[src/rtl/alarm_edge_latch.sv]
module alarm_edge_latch #(
  parameter int NBITS = 13,
  parameter int DW    = 16,
  parameter logic [NBITS-1:0] ANY_EDGE = 13'b1_0111_1000_0111
) (
  input  logic             clk,
  input  logic             rst_n,
  input  logic [NBITS-1:0] stat_in,
  input  logic             host_rd,
  input  logic             host_sel,
  input  logic             irq_rd,
  output logic [DW-1:0]    rd_data,
  output logic             evt_pending
);
  localparam int PAD = DW - NBITS;

  logic [NBITS-1:0] prev_q, lat_q, hit;
  logic             own_rd, clr;

  assign own_rd = host_rd & host_sel;
  assign clr    = own_rd | irq_rd;
  assign hit    = (stat_in & ~prev_q) | (~stat_in & prev_q & ANY_EDGE);

  always_ff @(posedge clk) begin
    if (!rst_n) begin
      prev_q <= stat_in;
      lat_q  <= '0;
    end else begin
      prev_q <= stat_in;
      lat_q  <= hit | (clr ? '0 : lat_q);
    end
  end

  assign rd_data     = own_rd ? {{PAD{1'b0}}, lat_q} : '0;
  assign evt_pending = |lat_q;
endmodule


[config.mk]
export PLATFORM = sky130hd
export DESIGN_NAME = alarm_edge_latch
export DESIGN_NICKNAME = d
export VERILOG_FILES = /design/src/rtl/alarm_edge_latch.sv
export SDC_FILE = /design/constraint.sdc
export NUM_CORES = 1
export LEC_CHECK = 0
export BUFFER_PORTS_ARGS = -buffer_cell sky130_fd_sc_hd__buf_2
export CAP_MARGIN = 20
export CORE_MARGIN = 5
export CORE_UTILIZATION = 42
export CTS_CLUSTER_SIZE = 16
export DETAILED_ROUTE_END_ITERATION = 16
export GPL_ROUTABILITY_DRIVEN = 0
export GPL_TIMING_DRIVEN = 0
export PLACE_DENSITY_LB_ADDON = 0.1
export SLEW_MARGIN = 20
export SYNTH_ARGS = -nofsm -noshare
export SYNTH_HDL_FRONTEND = slang
export SYNTH_SLANG_ARGS = --single-unit
[constraint.sdc]
create_clock -name clk -period 0.8 [get_ports clk]
set_clock_uncertainty 0.05 [all_clocks]
set_input_delay 0.16 -clock clk [delete_from_list [all_inputs] [get_ports clk]]
set_output_delay 0.16 -clock clk [all_outputs]
set_load 0.05 [all_outputs]
Word level (Yosys, flattened, before mapping) --
Cells that the tools add are included.
Operators by class: reduce and logical (&&, ||, !) cells 1, multiplexer cells 2, bitwise gates (word level) 8
Operator list (number):
- AND 13 bit | 2
- 2-to-1 mux 13 bit | 2
- NOT 13 bit | 2
- bitwise OR 13 bit | 2
- OR reduction 13 bit | 1
- AND 1 bit | 1
- bitwise OR 1 bit | 1
Storage, ports and cells: bits of input ports 18, register bits after elaboration 26, word-level logic and storage cells 13

Longest topological paths before layout --
depth after elaboration 4, depth in mapped cells 4, depth with buffers taken out 3

Worst setup path after synthesis --
Ideal clock, no wire load.
path kind reg-to-output, start reg lat_q[0], end out evt_pending, cell stages (with the launch flop) 3, setup slack -0.478 ns, data arrival time 1.068 ns, data required time 0.590 ns, path through dfxtp_1 nor4_1 nand4_1
Between the ends: word-level cells in the longest chain between the ends 1
RTL lines:
- start: declaration | RTL line 17 | logic [NBITS-1:0] prev_q, lat_q, hit;
- start signal: assignment | RTL line 30 | lat_q <= hit | (clr ? '0 : lat_q);
- OR reduction 13 bit | RTL line 35 | assign evt_pending = |lat_q;
- end: declaration | RTL line 13 | output logic evt_pending
No other way between the ends.

Final worst setup path --
start reg lat_q[9], end out evt_pending
Same word-level chain as after synthesis.

==> metrics.md <==
| Metric | Value |
|---|---|
| Status | `finished with violations` |
| Failing checks | `negative setup slack` |
| Worst R2R Setup Slack | `-0.08 ns` |
| Die X | `57.3 um` |
| Fillers | `170` |
| Number of remaining DRC errors | `0` |
| Root Driver | `clkbuf_4` |
| Power consumption | `2.89 mW` |
| Die area | `3280 um2` |
| Synth top area cells | `dfxtp_1 55%, nor2b_1 12%, xor2_1 7.5%` |
| Crit-path slowest cell | `dfxtp_2` |
| Area occupied by multi-input gates | `458 um2` |
| HPWL Detailed | `1440 um` |
| Setup WS post-layout | `-0.710 ns` |
| Post-route ant nets | `0` |
| Skew-Pair Late Insertion Delay | `0.31 ns` |
| Total GRT Usage | `0.135` |
| Layout cells sized above 1 | `0.531` |
| Vias | `777` |
| IO Count | `35` |
| Final Net Count | `164` |
| Largest net degree at the start of global routing | `16` |
| Startpoint Class | `flip-flop` |
| Synth Warn # | `0` |
| Worst Hold Class | `in2reg` |
| CP Launch Point | `lat_q[9]` |
| Final critical-path share of the clock period | `1.89` |
| Reg2reg end | `lat_q[9]` |
| Max IR drop VDD | `1.25 mV` |
| Vias in the first global route | `782` |
| Most frequent cells in the layout | `18 x nor2b_1, 17 x buf_2, 16 x dfxtp_2` |
| CP endpoint | `evt_pending` |
| # rows | `17` |
| Final setup fails | `15` |
| Critical path cell sequence | `nor4_2 > nand4_1 > buf_6` |
| Starting Density | `0.433` |
| Critical Path AT | `1.30 ns` |
| Total negative setup slack | `-6.59 ns` |
| Routed WL per cell | `12.4 um` |
| #FFs+latches synth | `26` |
| Largest stage delay, worst path | `0.36 ns` |
| First-pass GRT wire length | `3440 um` |
| Buf/Inv on CP | `1` |
| Req. time, crit path | `0.59 ns` |
| Register area share after synthesis | `0.555` |
| Distinct cells, synth | `15` |
| Synth top area share | `0.555` |
| Clock tree sinks | `26` |
| Fin Hold WS | `0.0400 ns` |
| Ant. Diodes | `0` |
| Initial antenna violation count | `0` |
| Leading area contributor after synthesis | `dfxtp_1` |
| CTS tree | `yes` |
| CTS Buf Count | `3` |
| DRT iter0 DRCs | `3` |
| Die height | `57.3 um` |
| Reg-to-Reg Start | `lat_q[9]` |
| Post-route cell area | `1600 um2` |
| DP Worst Slack | `-0.445 ns` |
| Mapped cell area | `938 um2` |
| RSZ-0062 raised after global routing | `true` |
| Kind of critical path | `reg2out` |
| Final min period | `1.51 ns` |
| Core Box Area | `2170 um2` |
| Reg2Reg Depth | `4` |
| Post-DP Area | `1230 um2` |
| Fin util | `0.739` |
| Clock Pin Slew Worst Setup and Hold Paths | `0.15 ns` |
| Total gr overflow | `0` |
| Layout area overhead | `70.8%` |
| Final WL | `2140 um` |
| H-tree depth | `1` |
| Register area | `541 um2` |
| I/O Buffers | `31` |
| Pins over their slew limit | `0` |
| Placed insts | `153` |
| Most common cell after layout, fill and taps aside | `nor2b_1` |
| Clock tree buffer depth | `2` |
| Max-cap viol count | `0` |
| Pre-antenna DRT Iters | `3` |
| Endpoint type of the worst setup path | `output port` |
| Pwr Density | `1800 nW/um2` |
| Final Hold Viols | `0` |
| Via density per instance | `4.49` |
| Cells after synthesis | `92` |
| Avg Inst Size Synth | `10.2 um2` |
| Leak | `0.690 nW` |
| FMAX | `662 MHz` |
| Cell family with most CP delay | `simple AND/OR/NAND/NOR gates` |
| Crit path max fanout | `2` |
| Worst path depth | `3` |
| Finished Layout Cells | `173` |
state kept, by name, indices dropped and copies added, names as in the netlist:
| register | cells |
|---|---|
| lat_q | 13 |
| prev_q | 13 |
Yosys cell counts:
| library cell | instances |
|---|---|
| a21oi_1 | 13 |
| dfxtp_1 | 26 |
| clkbuf_1 | 3 |
| nor2b_1 | 18 |
| a21oi_2 | 1 |
| nor3_1 | 1 |
| xor2_1 | 8 |
| buf_4 | 3 |
| nor4_1 | 2 |
| buf_6 | 1 |
| nand4_1 | 1 |
| conb_1 | 1 |
| nor2_1 | 1 |
| and3_2 | 3 |
| and3_1 | 10 |
area by class of cell:
class                           instances  area share
Timing Repair Buffer                   47       0.282
Sequential cell                        26       0.337
Multi-Input combinational cell         61       0.286
Buffer                                  7      0.0406
Clock inverter                          1      0.0187
Tap cell                               28      0.0219
Clock buffer                            3      0.0141
layer usage:
| layer | global-route usage | wire length [um] | vias up |
|---|---|---|---|
| li1 | - | - | 406 |
| met1 | 0.156 | 886 | 352 |
| met2 | 0.246 | 1150 | 17 |
| met3 | 0.0249 | 92 | 2 |
| met4 | 0.0497 | 18 | 0 |
| met5 | 0 | 0 | - |
worst min-delay path by stage:
stage               startpoint        end  slack, ns  depth (start not counted)
finish                   rst_n   lat_q[7]       0.04                          2
global route             rst_n   lat_q[6]       0.04                          2
CTS                      rst_n   lat_q[6]       0.03                          2
detailed placement  stat_in[6]  prev_q[6]       0.22                          1
global placement    stat_in[6]  prev_q[6]       0.22                          1
floorplan           stat_in[0]  prev_q[0]       0.14                          0
logic make-up after synthesis:
logic type	count (synthesis)	share of synthesized area
flip-flops	26	0.555
AO/OA/AOI/OAI	14	0.0787
other	1	0.00400
AND/OR/NAND/NOR	36	0.240
buffers and inverters	7	0.0480
XOR/XNOR	8	0.0747
power breakdown:
group          total (mW)  leakage (nW)  switching (mW)  internal (mW)
Clock               0.902        0.0279           0.395          0.507
Sequential           1.45         0.221          0.0559           1.39
Combinational       0.539         0.441           0.262          0.277
Total                2.89         0.690           0.713           2.17
timing repair:
action / CTS / global route
pin swaps: 6 / 1
hold buffers: 13 / 0
gates resized for setup: 45 / 6
endpoints found under the setup margin: 15 / 22
endpoints found under the hold margin: 13 / 0
setup buffers: 1 / 2
No activity file was read; power rests on OpenSTA's default activity.
